**src/rtl/nvseq_pkg.sv**
```systemverilog
package nvseq_pkg;

    typedef enum logic [2:0] {
        OP_NONE       = 3'd0,
        OP_STORE      = 3'd1,
        OP_RECALL_ONE = 3'd2,
        OP_RECALL_ALL = 3'd3,
        OP_USER_WR    = 3'd4,
        OP_USER_RD    = 3'd5,
        OP_RSV6       = 3'd6,
        OP_RSV7       = 3'd7
    } op_e;

    typedef enum logic [1:0] {
        ST_IDLE   = 2'd0,
        ST_WAIT   = 2'd1,
        ST_COMMIT = 2'd2
    } state_e;

endpackage

```
**src/rtl/nvseq_preset_sync.sv**
```systemverilog
module nvseq_preset_sync #(
    parameter int STAGES = 2
) (
    input  logic clk,
    input  logic rst_n,
    input  logic pin_n,
    output logic fall_o
);
    logic [STAGES:0] shreg;

    always_ff @(posedge clk or negedge rst_n) begin
        if (!rst_n) shreg <= '1;
        else        shreg <= {shreg[STAGES-1:0], pin_n};
    end

    // previous synchronized level high, current synchronized level low
    assign fall_o = shreg[STAGES] & ~shreg[STAGES-1];
endmodule

```
**src/rtl/nvseq_timer.sv**
```systemverilog
module nvseq_timer #(
    parameter int               CNT_W   = 8,
    parameter logic [CNT_W-1:0] RST_VAL = '0
) (
    input  logic             clk,
    input  logic             rst_n,
    input  logic             load,
    input  logic [CNT_W-1:0] load_val,
    input  logic             run,
    output logic             zero_o
);
    logic [CNT_W-1:0] cnt_q;

    always_ff @(posedge clk or negedge rst_n) begin
        if (!rst_n)                        cnt_q <= RST_VAL;
        else if (load)                     cnt_q <= load_val;
        else if (run && cnt_q != '0)       cnt_q <= cnt_q - 1'b1;
    end

    assign zero_o = (cnt_q == '0);
endmodule

```
**src/rtl/nvseq_nvmem.sv**
```systemverilog
module nvseq_nvmem #(
    parameter int           W     = 8,
    parameter int           DEPTH = 16,
    parameter int           AW    = 4,
    parameter logic [W-1:0] INIT  = '0
) (
    input  logic               clk,
    input  logic               we,
    input  logic [AW-1:0]      waddr,
    input  logic [W-1:0]       wdata,
    output logic [DEPTH*W-1:0] cells_o
);
    // contents are deliberately outside the reset domain: they model storage
    // that keeps its value across power-on reset
    logic [DEPTH-1:0][W-1:0] cells = {DEPTH{INIT}};

    always_ff @(posedge clk) begin
        if (we) cells[waddr] <= wdata;
    end

    assign cells_o = cells;
endmodule

```
**src/rtl/nv_recall_seq.sv**
```systemverilog
module nv_recall_seq
    import nvseq_pkg::*;
#(
    parameter int           W              = 8,
    parameter int           N_CH           = 2,
    parameter int           USER_N         = 14,
    parameter int           STORE_CYC      = 5000,
    parameter int           RECALL_ALL_CYC = 250,
    parameter int           RECALL_ONE_CYC = 30,
    parameter logic [W-1:0] NV_INIT        = 8'h80,
    parameter int           IDX_W          = $clog2(USER_N),
    parameter int           CH_W           = (N_CH > 1) ? $clog2(N_CH) : 1
) (
    input  logic                clk,
    input  logic                rst_n,
    input  logic                preset_n,
    input  logic                wr_prot,
    input  logic                req_valid,
    input  logic [2:0]          req_op,
    input  logic [IDX_W-1:0]    req_idx,
    input  logic [W-1:0]        req_data,
    input  logic                ld_en,
    input  logic [CH_W-1:0]     ld_chan,
    input  logic [W-1:0]        ld_data,
    output logic                rdy,
    output logic [N_CH*W-1:0]   wiper_o,
    output logic [W-1:0]        rd_data
);
    localparam int DEPTH   = N_CH + USER_N;
    localparam int AW      = $clog2(DEPTH);
    localparam int MAX_A   = (STORE_CYC > RECALL_ALL_CYC) ? STORE_CYC : RECALL_ALL_CYC;
    localparam int MAX_CYC = (MAX_A > RECALL_ONE_CYC) ? MAX_A : RECALL_ONE_CYC;
    localparam int CNT_W   = $clog2(MAX_CYC + 1);

    state_e            state_q, state_d;
    op_e               op_q, op_in, op_start;
    logic [IDX_W-1:0]  idx_q;
    logic [W-1:0]      data_q;
    logic [W-1:0]      rd_q;

    logic              preset_evt;
    logic              zero;
    logic              accept, start, idle;
    logic              req_ok;
    logic [CNT_W-1:0]  req_len, load_val;

    logic              nv_we;
    logic [AW-1:0]     nv_waddr;
    logic [W-1:0]      nv_wdata;
    logic [DEPTH*W-1:0] nv_flat;
    logic [W-1:0]      store_src;
    logic [W-1:0]      user_src;

    // ---------------- submodules ----------------
    nvseq_preset_sync #(.STAGES(2)) u_psync (
        .clk    (clk),
        .rst_n  (rst_n),
        .pin_n  (preset_n),
        .fall_o (preset_evt)
    );

    nvseq_timer #(
        .CNT_W   (CNT_W),
        .RST_VAL (CNT_W'(RECALL_ALL_CYC - 1))
    ) u_timer (
        .clk      (clk),
        .rst_n    (rst_n),
        .load     (start),
        .load_val (load_val),
        .run      (state_q == ST_WAIT),
        .zero_o   (zero)
    );

    nvseq_nvmem #(
        .W     (W),
        .DEPTH (DEPTH),
        .AW    (AW),
        .INIT  (NV_INIT)
    ) u_nvmem (
        .clk     (clk),
        .we      (nv_we),
        .waddr   (nv_waddr),
        .wdata   (nv_wdata),
        .cells_o (nv_flat)
    );

    // ---------------- request decode ----------------
    assign op_in = op_e'(req_op);
    assign idle  = (state_q == ST_IDLE);

    always_comb begin
        req_ok  = 1'b0;
        req_len = CNT_W'(RECALL_ONE_CYC - 1);
        unique case (op_in)
            OP_STORE: begin
                req_ok  = (int'(req_idx) < N_CH) && !wr_prot;
                req_len = CNT_W'(STORE_CYC - 1);
            end
            OP_RECALL_ONE: begin
                req_ok  = (int'(req_idx) < N_CH);
                req_len = CNT_W'(RECALL_ONE_CYC - 1);
            end
            OP_RECALL_ALL: begin
                req_ok  = 1'b1;
                req_len = CNT_W'(RECALL_ALL_CYC - 1);
            end
            OP_USER_WR: begin
                req_ok  = (int'(req_idx) < USER_N) && !wr_prot;
                req_len = CNT_W'(STORE_CYC - 1);
            end
            OP_USER_RD: begin
                req_ok  = (int'(req_idx) < USER_N);
                req_len = CNT_W'(RECALL_ONE_CYC - 1);
            end
            OP_NONE, OP_RSV6, OP_RSV7: begin
                req_ok  = 1'b0;
            end
        endcase
    end

    // preset has priority over a request in the same cycle
    assign accept   = idle && req_valid && req_ok && !preset_evt;
    assign start    = idle && (preset_evt || accept);
    assign op_start = preset_evt ? OP_RECALL_ALL : op_in;
    assign load_val = preset_evt ? CNT_W'(RECALL_ALL_CYC - 1) : req_len;

    // ---------------- state register ----------------
    always_ff @(posedge clk or negedge rst_n) begin
        if (!rst_n) begin
            state_q <= ST_WAIT;
            op_q    <= OP_RECALL_ALL;
            idx_q   <= '0;
            data_q  <= '0;
        end else begin
            state_q <= state_d;
            if (start) begin
                op_q   <= op_start;
                idx_q  <= req_idx;
                data_q <= req_data;
            end
        end
    end

    always_comb begin
        state_d = state_q;
        unique case (state_q)
            ST_IDLE:   if (start) state_d = ST_WAIT;
            ST_WAIT:   if (zero)  state_d = ST_COMMIT;
            ST_COMMIT:            state_d = ST_IDLE;
            default:              state_d = ST_IDLE;
        endcase
    end

    // ---------------- outputs and commit controls ----------------
    always_comb begin
        store_src = '0;
        for (int c = 0; c < N_CH; c++)
            if (int'(idx_q) == c) store_src = wiper_o[c*W +: W];
        user_src = '0;
        for (int u = 0; u < USER_N; u++)
            if (int'(idx_q) == u) user_src = nv_flat[(N_CH+u)*W +: W];

        rdy      = idle;
        nv_we    = 1'b0;
        nv_waddr = '0;
        nv_wdata = '0;
        if (state_q == ST_COMMIT) begin
            unique case (op_q)
                OP_STORE: begin
                    nv_we    = 1'b1;
                    nv_waddr = AW'(idx_q);
                    nv_wdata = store_src;
                end
                OP_USER_WR: begin
                    nv_we    = 1'b1;
                    nv_waddr = AW'(N_CH) + AW'(idx_q);
                    nv_wdata = data_q;
                end
                OP_NONE, OP_RECALL_ONE, OP_RECALL_ALL,
                OP_USER_RD, OP_RSV6, OP_RSV7: nv_we = 1'b0;
            endcase
        end
    end

    // ---------------- wiper registers ----------------
    for (genvar c = 0; c < N_CH; c++) begin : g_ch
        logic [W-1:0] w_q;
        logic         recall_hit, load_hit;

        assign recall_hit = (state_q == ST_COMMIT) &&
                            ((op_q == OP_RECALL_ALL) ||
                             (op_q == OP_RECALL_ONE && int'(idx_q) == c));
        assign load_hit   = idle && ld_en && (int'(ld_chan) == c);

        always_ff @(posedge clk or negedge rst_n) begin
            if (!rst_n)          w_q <= '0;
            else if (recall_hit) w_q <= nv_flat[c*W +: W];
            else if (load_hit)   w_q <= ld_data;
        end

        assign wiper_o[c*W +: W] = w_q;
    end

    // ---------------- user byte readback ----------------
    always_ff @(posedge clk or negedge rst_n) begin
        if (!rst_n)                                         rd_q <= '0;
        else if (state_q == ST_COMMIT && op_q == OP_USER_RD) rd_q <= user_src;
    end

    assign rd_data = rd_q;
endmodule

```
**config.mk**
```make
export PLATFORM = sky130hd
export DESIGN_NAME = nv_recall_seq
export DESIGN_NICKNAME = d
export VERILOG_FILES = /design/src/rtl/nvseq_pkg.sv /design/src/rtl/nvseq_preset_sync.sv /design/src/rtl/nvseq_timer.sv /design/src/rtl/nvseq_nvmem.sv /design/src/rtl/nv_recall_seq.sv
export SDC_FILE = /design/constraint.sdc
export NUM_CORES = 1
export LEC_CHECK = 0
export BUFFER_PORTS_ARGS = -buffer_cell sky130_fd_sc_hd__buf_2
export CAP_MARGIN = 25
export CORE_MARGIN = 2
export CORE_UTILIZATION = 45
export CTS_CLUSTER_SIZE = 28
export DETAILED_ROUTE_END_ITERATION = 12
export PLACE_DENSITY = 0.65
export SETUP_SLACK_MARGIN = 0.3
export SYNTH_ARGS = -nofsm -noshare
export SYNTH_HDL_FRONTEND = slang
export SYNTH_SLANG_ARGS = --single-unit
```
**constraint.sdc**
```tcl
create_clock -name clk -period 3.7 [get_ports clk]
set_input_delay 0.37 -clock clk [delete_from_list [all_inputs] [get_ports clk]]
set_output_delay 0.37 -clock clk [all_outputs]
set_load 0.01 [all_outputs]
```
* Word-level counts from Yosys, hierarchy flattened *
Cells that the tools add are included.
W data, S select, Z words.

word-level totals
  flip-flop bits (word level) = 185
  bits in latches = 0
  RAM bits = 0
  ROM bits = 0
  bits of input ports = 30
  output and inout bits = 25
  word-level logic and storage cells = 138
  memories kept = 0

cells by class
  add/subtract/negate cells = 2
  multipliers = 0
  divide/modulo/power cells = 0
  order comparisons = 4
  equality and inequality tests = 31
  shift operators = 0
  muxes and demuxes = 38
  bitwise gates (word level) = 3
  reductions and logical operators = 35

operators with widths
  cell                     number
  $mux W8                  22
  $bwmux W128              1
  $mux W13                 3
  $demux W8 S4             1
  $eq A4 B4 Y1 const B     8
  $pmux W13 S2             1
  $eq A3 B3 Y1 const B     8
  $eq A4 B3 Y1 const B     4
  $logic_and A1 B1 Y1      16
  $pmux W8 S2              1
  $logic_not A13 Y1        1
  $reduce_bool A13 Y1      1
  $sub A13 B1 Y13 const B  1
  $eq A3 B2 Y1 const B     4
  $pmux W4 S2              1
  $eq A3 B1 Y1 const B     2
  $logic_not A3 Y1         2
  $pmux W1 S6              1
  $reduce_bool A2 Y1       3
  $reduce_or A6 Y1         1
  $lt A4 B5 Y1 const B     1
  $add A2 B4 Y4 const A    1
  $eq A4 B2 Y1 const B     1
  $ge A4 B1 Y1 const B     1
  other kinds (20)         27

* Depth between registers and ports, before layout *
Gate-level depths: netlist of run 1.

  depth after elaboration = 15
  depth in mapped cells = 8
  depth with buffers taken out = 7

* Hierarchy *
A second synthesis of run 1 with hierarchy kept.

unflattened totals
  cells, all modules = 652
  area total of the unflattened synthesis = 8318.0 um2

by module, submodules not included
  module             instances  cells each  area an instance (um2)  seq. area each (um2)
  nvseq_nvmem        1          151         3961.3                  3843.7
  nv_recall_seq      1          403         3458.3                  1029.7
  nvseq_timer        1          94          805.8                   332.8
  nvseq_preset_sync  1          4           92.6                    78.8

* Least setup slack after synthesis of run 1 *
Ideal clock, no wire load.

  path kind = register to register
  from = register op_q[0]
  to = register u_nvmem.cells (netlist bit u_nvmem.cells_o[64]), enable pin
  library setup time = 0.395 ns
  data arrival time = 2.183 ns
  data required time = 3.305 ns
  path slack = 1.122 ns
  stages on the path, launching flop included = 6
  buffers on the path = 0
  period minus slack after synthesis = 2.578 ns
  path through = dfstp_2 -> nor2b_1 -> o21ai_0 -> a21oi_1 -> nand3b_1 -> nor4_1

on the way
  cells in the longest elaborated chain, start to end = 4
  elaborated cells on any way between the ends = 12
  classes of those cells = 7 x eq/ne; 2 x mux; 3 x reduce/logical

RTL lines
  item                                                  line                  RTL
  start: declaration                                    nv_recall_seq.sv:36   op_e op_q, op_in, op_start;
  start signal: assignment                              nv_recall_seq.sv:137  op_q <= op_start;
  $eq A3 B2 Y1, or another cell as far along            nv_recall_seq.sv:168  unique case (op_q)
  $reduce_or A6 Y1 or $reduce_or A2 Y1 (tied branches)  -
  $pmux W1 S2 (*)                                       nv_recall_seq.sv:168
  $mux W1 (*)                                           nv_recall_seq.sv:167  if (state_q == ST_COMMIT) begin
  end signal: indexed assignment                        nvseq_nvmem.sv:18     if (we) cells[waddr] <= wdata;
  end: declaration                                      nvseq_nvmem.sv:15     logic [DEPTH-1:0][W-1:0] cells = {DEPTH{INIT}};

Mark *: on every way between the ends. The rest lies on a longest branch, timed or not.
A chain may end at the register's enable or synchronous reset.

* Worst setup path in the final report of run 1 *
  from = register op_q[2]
  to = register u_nvmem.cells (netlist bit u_nvmem.cells_o[107]), enable pin

The elaborated chain is that of the path after synthesis.

==> results of run 1 <==
cell families after synthesis:
family | Yosys count | share of synthesized area (%)
flops | 185 | 65.2
simple gates | 173 | 10.8
compound gates | 152 | 13.4
buf+inv | 49 | 2.48
mux | 42 | 6.63
xor+xnor | 11 | 1.19
fa+ha+maj | 2 | 0.308
per-stage QoR:
step / power, mW / cell area (µm²) / util (%) / hold slack (ns)
2_1_floorplan: 2.25 / 8110 / - / 0.0744
3_3_place_gp: 2.29 / 8750 / 49.0 / 0.359
3_5_place_dp: 2.29 / 8750 / 49.0 / 0.359
4_1_cts: 4.01 / 9310 / 52.2 / 0.0129
5_1_grt: 4.10 / 9310 / 52.2 / 0.0232
6_report: 3.99 / 9310 / 52.2 / -0.00916
sequential cells by signal, indices dropped and copies added (netlist names):
signal / flops
u_nvmem.cells_o: 128
g_ch.w_q: 16
u_timer.cnt_q: 13
data_q: 8
rd_data: 8
idx_q: 4
op_q: 3
u_psync.shreg: 3
state_q: 2
critical path, cell delays in order, from the launching register on:
cell	delay (ns)
dfrtp_1	0.48
nor2b_1	0.69
nand3b_1	0.15
a21oi_1	0.32
nand3_1	0.20
nor2_1	0.63
final timing paths:
path                                   from              endpoint  slack, ns  cells past startpoint
max in group asynchronous             rst_n      u_psync.shreg[1]       2.84                      2
hold reg to reg            u_psync.shreg[0]      u_psync.shreg[1]       0.37                      0
setup reg to reg                    op_q[2]  u_nvmem.cells_o[107]       0.87                      5
min in group clk                   preset_n      u_psync.shreg[0]       0.03                      1
setup / recovery                    op_q[2]  u_nvmem.cells_o[107]       0.87                      5
hold / removal                        rst_n     u_timer.cnt_q[10]     -0.009                      1
synth_stat cells (2+ instances only):
cell / n / area (µm²)
nand2_1: 32 / 120
mux4_2: 8 / 180
nor4_1: 7 / 43.8
inv_1: 13 / 48.8
and3_1: 2 / 12.5
o21bai_1: 2 / 15.0
nor4bb_1: 2 / 20.0
a211oi_1: 6 / 45.0
a21o_1: 21 / 158
dfstp_2: 12 / 315
edfxtp_1: 128 / 3840
o211ai_1: 5 / 37.5
o31a_1: 2 / 17.5
a21oi_1: 32 / 160
o2bb2ai_1: 3 / 26.3
mux2_2: 14 / 158
nor4b_1: 3 / 26.3
nand2b_1: 9 / 56.3
o32ai_1: 2 / 17.5
nand3b_1: 9 / 67.6
clkbuf_1: 25 / 93.8
buf_2: 5 / 25.0
o21ai_0: 23 / 115
a22oi_1: 6 / 45.0
xnor2_1: 8 / 70.1
a221oi_1: 4 / 35.0
o21a_1: 2 / 15.0
nor3b_1: 3 / 22.5
ha_1: 2 / 25.0
buf_1: 3 / 11.3
a22o_1: 18 / 158
o22ai_1: 2 / 12.5
a31oi_1: 3 / 18.8
nor2b_1: 16 / 100
a32o_1: 2 / 20.0
o31ai_1: 2 / 15.0
a21boi_1: 2 / 15.0
nor3_1: 15 / 75.1
mux2i_1: 20 / 200
nand3_1: 7 / 35.0
dfrtp_1: 45 / 1130
xor2_1: 3 / 26.3
nor2_1: 59 / 221
final cells by class:
class                      instances  area, µm²
sequential                       185       5290
inverter                          14       52.6
timing repair buffer              82        480
multi-input combinational        380       2640
clock buffer                      18        429
fill                            1503       8530
tap                              229        287
clock inverter                    14        138
layer usage:
metal	vias up	GRT usage (%)	share of wire (%)
li1	2467	-	-
met1	2715	28.1	44
met2	154	34.3	49
met3	40	4.64	5.0
met4	0	8.22	2.7
met5	-	0	0
power by group:
part | internal [mW] | switching [mW] | total, mW
clock | 0.943 | 0.802 | 1.74
sequential | 2.20 | 0.000557 | 2.20
combinational | 0.0167 | 0.0295 | 0.0462
==> flow_summary.yaml, run 1 <==
routing:
  wl_per_cell_um: 21.4
  postRouteAntennaNets: 0
  first_iter_violations: 409
  vias: 5376
  dr.pass1.iters: 5
  vias_per_cell: 5.83
  totalWireLength_um: 19700
  drc: 0
yosys:
  ys_ff_latch: 185
  synthesis.nets: 646
  ys.flop_type: "edfxtp_1"
  async_reset_ff_share_pct: 30.8
  seq_area_frac_synth_pct: 65.2
  syn_area_um2: 8110
  synth_cells: 614
  avgSynthCellArea_um2: 13.2
  synth_cell_types: 70
  synth_edf_count: 128
  yosys_warnings: 0
power:
  p_per_area_nw_per_um2: 428
  leakage_nw: 3.26
  ir_drop_mv: 0.309
global_routing:
  grt_pass1_vias: 5465
  grt_pass1_wl_um: 31200
  antenna_found_initial: 0
  grt_max_degree: 34
  grt.total_usage_pct: 21.1
  grt_overflow_total: 0
sta:
  holdWs_ns: -0.00916
  grt_setup_unrepaired: "false"
  hold_viol_final: 26
  post-route-period-util_pct: 76.5
  timing.final.ws_setup_ns: 0.868
  worst_pin_slew_ns: 1.07
  final.setup.tns_ns: 0
  max_freq_mhz: 353
  maxSlewViolCount: 0
  skew_ns: 0.00960
  slew_headroom_pct: 28.4
  final-setup-viol-count: 0
  finalCriticalPeriod_ns: 2.83
setup_path:
  path_class: "flop to flop"
  worstPathRequired_ns: 3.77
  start_kind: "flop"
  arrival_ns: 2.90
  critical_path.max_fanout: 13
  end_kind: "flop"
die:
  pin_count: 55
  fp.dieW_um: 138
  die_h_um: 138
  start_util_pct: 45.5
  fp-row-count: 49
  core_um2: 17800
  dieArea_um2: 19100
run_status:
  violations: "hold timing"
  status: "complete, but fails checks"
placed_design:
  dp_cells: 890
  pre_cts_ws_ns: 0.903
  io_buffers: 54
  post-dp-hpwl_um: 13100
  gp_congestion: 0.871
clocking:
  cts_resized: 0
  clock-root-buffer: "clkbuf_16"
  htreeDepth: 4
  cts_sinks: 185
  cts_setup_buffers: 0
  cts.path.max_buffers: 2
  clk_pin_slew_ns: 0.07
  cts_hold_buf: 0
  insertion_delay_ns: 0.44
  cts_made_buffers: 17
  cts_tree: "yes"
flow_run:
  max_cap_viol_count: 0
finish:
  n_antenna_cell: 0
  finalNonFillerCells: 922
  area_growth_pct: 14.8
  layout_common_cells: "edfxtp_1, nor2_1, buf_2"
  nNetsFinal: 712
  layout_commonest_cell: "edfxtp_1"
  drive_gt1_share_pct: 22.5
hold_path:
  hold_path.class: "primary input to async pin"
(Power assumes the default switching activity.)
==> inputs of run 2 (changes only) <==
--- a/config.mk
+++ b/config.mk
@@ -11,7 +11,7 @@
 export CORE_UTILIZATION = 45
 export CTS_CLUSTER_SIZE = 28
 export DETAILED_ROUTE_END_ITERATION = 12
-export PLACE_DENSITY = 0.65
+export PLACE_DENSITY = 0.68
 export SETUP_SLACK_MARGIN = 0.3
 export SYNTH_ARGS = -nofsm -noshare
 export SYNTH_HDL_FRONTEND = slang
==> constraint.sdc (replaced) <==
create_clock -name clk -period 2.5 [get_ports clk]
set_input_delay 0.25 -clock clk [delete_from_list [all_inputs] [get_ports clk]]
set_output_delay 0.25 -clock clk [all_outputs]
set_load 0.01 [all_outputs]
==> flow_summary.yaml, run 2 (synthesis gave the netlist of run 1 again) <==
run_status:
  status: "finished, final reports clean"
sta:
  hold_viol_final: 0
  grt_setup_unrepaired: "true"
  final.setup.tns_ns: 0
  worst_pin_slew_ns: 0.598
  post-route-period-util_pct: 89.3
  maxSlewViolCount: 0
  finalCriticalPeriod_ns: 2.23
  slew_headroom_pct: 60.1
  final-setup-viol-count: 0
  timing.final.ws_setup_ns: 0.268
  max_freq_mhz: 448
  holdWs_ns: 0.0420
  skew_ns: 0.00805
die:
  fp.dieW_um: 138
  pin_count: 55
  core_um2: 17800
  dieArea_um2: 19100
  die_h_um: 138
  start_util_pct: 45.5
  fp-row-count: 49
routing:
  postRouteAntennaNets: 0
  vias_per_cell: 5.87
  wl_per_cell_um: 21.4
  dr.pass1.iters: 5
  vias: 5587
  drc: 0
  first_iter_violations: 490
  totalWireLength_um: 20300
placed_design:
  post-dp-hpwl_um: 13300
  gp_congestion: 0.854
  pre_cts_ws_ns: 0.142
  place_area_um2: 8930
  io_buffers: 54
hold_path:
  whs_endpoint: "data_q[0]"
  worstHoldStart: "req_data[0]"
  holdPathStages: 2
  hold_path.class: "primary input to flop"
setup_path:
  rrSetupSlack_ns: 0.27
  arrival_ns: 2.56
  path_class: "flop to flop"
  start_kind: "flop"
  worstPathRequired_ns: 2.83
  r2r_cells: 6
  rr_endpoint: "u_timer.cnt_q[11]"
  rr_startpoint: "u_timer.cnt_q[9]"
  critical_path.max_fanout: 5
  end_kind: "flop"
finish:
  n_antenna_cell: 0
  drive_gt1_share_pct: 28.8
  layout_commonest_cell: "edfxtp_1"
  layout_common_cells: "edfxtp_1, buf_2, nor2_1"
  final_area_um2: 9780
  area_growth_pct: 20.6
  final_core_util_pct: 54.8
  nNetsFinal: 741
  largest_reg_flops: 128
clocking:
  cts_made_buffers: 17
  cts_sinks: 185
  insertion_delay_ns: 0.43
  clock-root-buffer: "clkbuf_16"
  clk_pin_slew_ns: 0.07
  cts_tree: "yes"
  cts.path.max_buffers: 2
  htreeDepth: 4
global_routing:
  grt_pass1_wl_um: 31500
  grt_overflow_total: 0
  grt_max_degree: 50
  grt.total_usage_pct: 21.4
  antenna_found_initial: 0
  grt_pass1_vias: 5589
power:
  p_int_mw: 4.97
  p_sw_mw: 1.22
  switching_share_pct: 19.7
  p_per_area_nw_per_um2: 633
  pwr-share-seq_pct: 52.5
  ir_drop_mv: 0.467
  leakage_nw: 3.46
  power_frac_clock_pct: 46.3
  p_comb_share_pct: 1.2
flow_run:
  max_cap_viol_count: 0
==> run 2: metal layers <==
metal | vias to the layer above | wire length [µm] | GRT usage (%)
li1 | 2520 | - | -
met1 | 2813 | 8660 | 28.3
met2 | 219 | 10100 | 35.3
met3 | 35 | 1120 | 4.54
met4 | 0 | 425 | 7.30
met5 | - | 0 | 0
==> run 2: cell type report <==
| type | instances | area (µm²) |
|---|---|---|
| well taps | 229 | 287 |
| flip-flops and latches | 185 | 5290 |
| repair buffers | 111 | 758 |
| clock inverters | 12 | 191 |
| fillers | 1399 | 8060 |
| inverters | 14 | 52.6 |
| clock buffers | 20 | 437 |
| multi-input cells | 380 | 2770 |
==> run 2: critical path, stage by stage, from the launching register on <==
cell and delay, ns:
dfrtp_1 0.42, or4_4 0.59, o41ai_4 0.50, buf_4 0.19
nand4bb_1 0.17, xor2_1 0.20, nor2_1 0.06
==> run 2: how the worst max path moves through the flow <==
| stage | from | end | slack [ns] | depth (start not counted) |
|---|---|---|---|---|
| 6_report | u_timer.cnt_q[9] | u_timer.cnt_q[11] | 0.27 | 6 |
| 4_1_cts | op_q[0] | u_nvmem.cells_o[58] | 0.28 | 4 |
| 3_5_place_dp | op_q[0] | u_nvmem.cells_o[123] | 0.14 | 5 |
| 5_1_grt | u_timer.cnt_q[1] | u_timer.cnt_q[11] | 0.20 | 8 |
| 3_3_place_gp | idx_q[1] | g_ch[1].w_q[0] | 0.19 | 7 |
| 2_1_floorplan | op_q[0] | u_nvmem.cells_o[64] | 0.23 | 5 |
==> run 2: power by group through the flow <==
| stage | combinational [mW] | sequential, mW | clock [mW] |
|---|---|---|---|
| floorplan | 0.0138 | 3.31 | 0 |
| global placement | 0.0711 | 3.31 | 0 |
| detailed placement | 0.0744 | 3.31 | 0 |
| CTS | 0.0766 | 3.25 | 2.88 |
| global route | 0.0839 | 3.25 | 3.00 |
| finish | 0.0762 | 3.25 | 2.87 |
==> run 2: what timing repair did <==
| item | in CTS | in global routing |
|---|---|---|
| setup buffers | 0 | 10 |
| hold endpoints to repair | 17 | 0 |
| gates resized for setup | 10 | 23 |
| pin swaps | 1 | 5 |
| hold buffers | 2 | 0 |
| setup endpoints to repair | 118 | 281 |
| gates cloned | 0 | 1 |
==> run 2: metrics by stage <==
stage	power [mW]	instances
3_5_place_dp	3.39	906
3_3_place_gp	3.39	906
2_1_floorplan	3.33	614
4_1_cts	6.21	940
5_1_grt	6.34	951
6_report	6.19	951
==> inputs of run 3 (changes only) <==
--- a/config.mk
+++ b/config.mk
@@ -8,10 +8,9 @@
 export BUFFER_PORTS_ARGS = -buffer_cell sky130_fd_sc_hd__buf_2
 export CAP_MARGIN = 25
 export CORE_MARGIN = 2
-export CORE_UTILIZATION = 45
-export CTS_CLUSTER_SIZE = 28
+export CORE_UTILIZATION = 54
 export DETAILED_ROUTE_END_ITERATION = 12
-export PLACE_DENSITY = 0.68
+export PLACE_DENSITY = 0.78
 export SETUP_SLACK_MARGIN = 0.3
 export SYNTH_ARGS = -nofsm -noshare
 export SYNTH_HDL_FRONTEND = slang
==> flow_summary.yaml, run 3 (synthesis gave the netlist of run 1 again) <==
routing:
  first_iter_violations: 864
  drc: 0
  postRouteAntennaNets: 0
  vias: 5818
  dr.pass1.iters: 6
  vias_per_cell: 6.38
  totalWireLength_um: 20400
  wl_per_cell_um: 22.4
setup_path:
  path_class: "flop to flop"
  start_kind: "flop"
  end_kind: "flop"
  cp_slowest_cell: "dfstp_2"
  path_delay_family: "flip-flops"
  rrSetupSlack_ns: 0.23
  arrival_ns: 2.43
  worstPathRequired_ns: 2.66
  critical_path.max_fanout: 8
  crit_chain: "nor2b_4, o21ai_1, a21oi_2, nand3b_1, buf_4, nor2_1, buf_6"
  path_buf_inv: 2
  critPathMaxStageDelay_ns: 0.59
finish:
  layout_commonest_cell: "edfxtp_1"
  largest_reg_flops: 128
  drive_gt1_share_pct: 30.1
  area_growth_pct: 20.5
  final_area_um2: 9780
  layout_common_cells: "edfxtp_1, buf_2, buf_4"
  fill_cells: 992
  n_antenna_cell: 0
  multi_input_area_um2: 2790
  nNetsFinal: 747
  regArea_um2: 5290
  finalNonFillerCells: 912
power:
  power_mw: 6.06
  leakage_nw: 3.51
  p_per_area_nw_per_um2: 620
  ir_drop_mv: 0.539
global_routing:
  antenna_found_initial: 0
  grt_pass1_vias: 5654
  grt_max_degree: 58
  grt_overflow_total: 0
  grt_pass1_wl_um: 31700
  grt.total_usage_pct: 26.2
sta:
  maxSlewViolCount: 0
  post-route-period-util_pct: 90.8
  slew_headroom_pct: 54.1
  finalCriticalPeriod_ns: 2.27
  skew_ns: 0.00634
  final-setup-viol-count: 0
  worst_pin_slew_ns: 0.686
  hold_viol_final: 0
  max_freq_mhz: 440
  final.setup.tns_ns: 0
  grt_setup_unrepaired: "true"
placed_design:
  io_buffers: 54
  post-dp-hpwl_um: 13000
  place_area_um2: 8860
  gp_congestion: 0.892
  dp_cells: 861
clocking:
  cts_sinks: 185
  cts.path.max_buffers: 2
  clk_pin_slew_ns: 0.07
  clock-root-buffer: "clkbuf_16"
  htreeDepth: 4
  insertion_delay_ns: 0.44
  cts_made_buffers: 17
  cts_tree: "yes"
die:
  pin_count: 55
  core_um2: 14600
  fp.dieW_um: 127
  die_h_um: 127
  dieArea_um2: 16000
  start_util_pct: 55.6
  fp-row-count: 44
run_status:
  status: "finished, final reports clean"
flow_run:
  max_cap_viol_count: 0
hold_path:
  hold_path.class: "primary input to flop"
==> run 3: cell count changes in the layout (fill, tap and decap cells not counted), moves of 2 or more <==
cell / change
nor2b_1: +2
bufinv_16: -3
clkinvlp_4: -2
nor2_1: -3
clkbuf_1: -3
buf_4: +4
inv_6: +3
nor2b_2: -2
inv_8: +2
nor2_4: +2
==> run 3: area by class of cell <==
type | count | share of cell area [%]
well taps | 184 | 2.35
repair buffers | 117 | 8.33
clock inverters | 14 | 1.54
clock buffers | 18 | 4.61
flip-flops and latches | 185 | 54.1
inverters | 14 | 0.537
multi-input cells | 380 | 28.6
==> run 3: timing repair <==
action | CTS | global route
setup endpoints to repair | 133 | 229
resized for setup | 14 | 27
hold buffers | 2 | 0
endpoints found under the hold margin | 46 | 0
pin swaps | 1 | 19
gates cloned | 0 | 1
setup buffers | 1 | 15
==> run 3: metrics by stage <==
| step | setup slack, ns | util [%] | hold WS, ns |
|---|---|---|---|
| 2_1_floorplan | 0.226 | - | -0.0456 |
| 3_3_place_gp | 0.152 | 60.7 | 0.273 |
| 3_5_place_dp | 0.0774 | 60.7 | 0.294 |
| 4_1_cts | 0.251 | 65.4 | 0.0235 |
| 5_1_grt | 0.178 | 67.0 | 0.0309 |
| 6_report | 0.229 | 67.0 | 0.0340 |
==> run 3: per-layer routing <==
metal | global-route usage, % | part of all wire [%]
met3 | 6.16 | 8.7
met4 | 9.63 | 2.9
met2 | 40.4 | 47
met5 | 0 | 0
met1 | 36.8 | 41
==> run 3: path summary, 6_finish.rpt <==
path,start,to,cells past startpoint
setup / recovery,op_q[0],u_nvmem.cells_o[81],7
hold / removal,req_data[5],data_q[5],2
setup reg to reg,op_q[0],u_nvmem.cells_o[81],7
hold reg to reg,u_psync.shreg[0],u_psync.shreg[1],0
max in group asynchronous,rst_n,u_psync.shreg[1],3
min in group asynchronous,rst_n,data_q[6],3
==> run 3: power breakdown <==
| part | switching (mW) | total (mW) | internal [mW] | leakage [nW] |
|---|---|---|---|---|
| registers | 0.000794 | 3.25 | 3.25 | 1.59 |
| logic | 0.0442 | 0.0741 | 0.0299 | 1.62 |
| clock network | 1.26 | 2.74 | 1.48 | 0.295 |
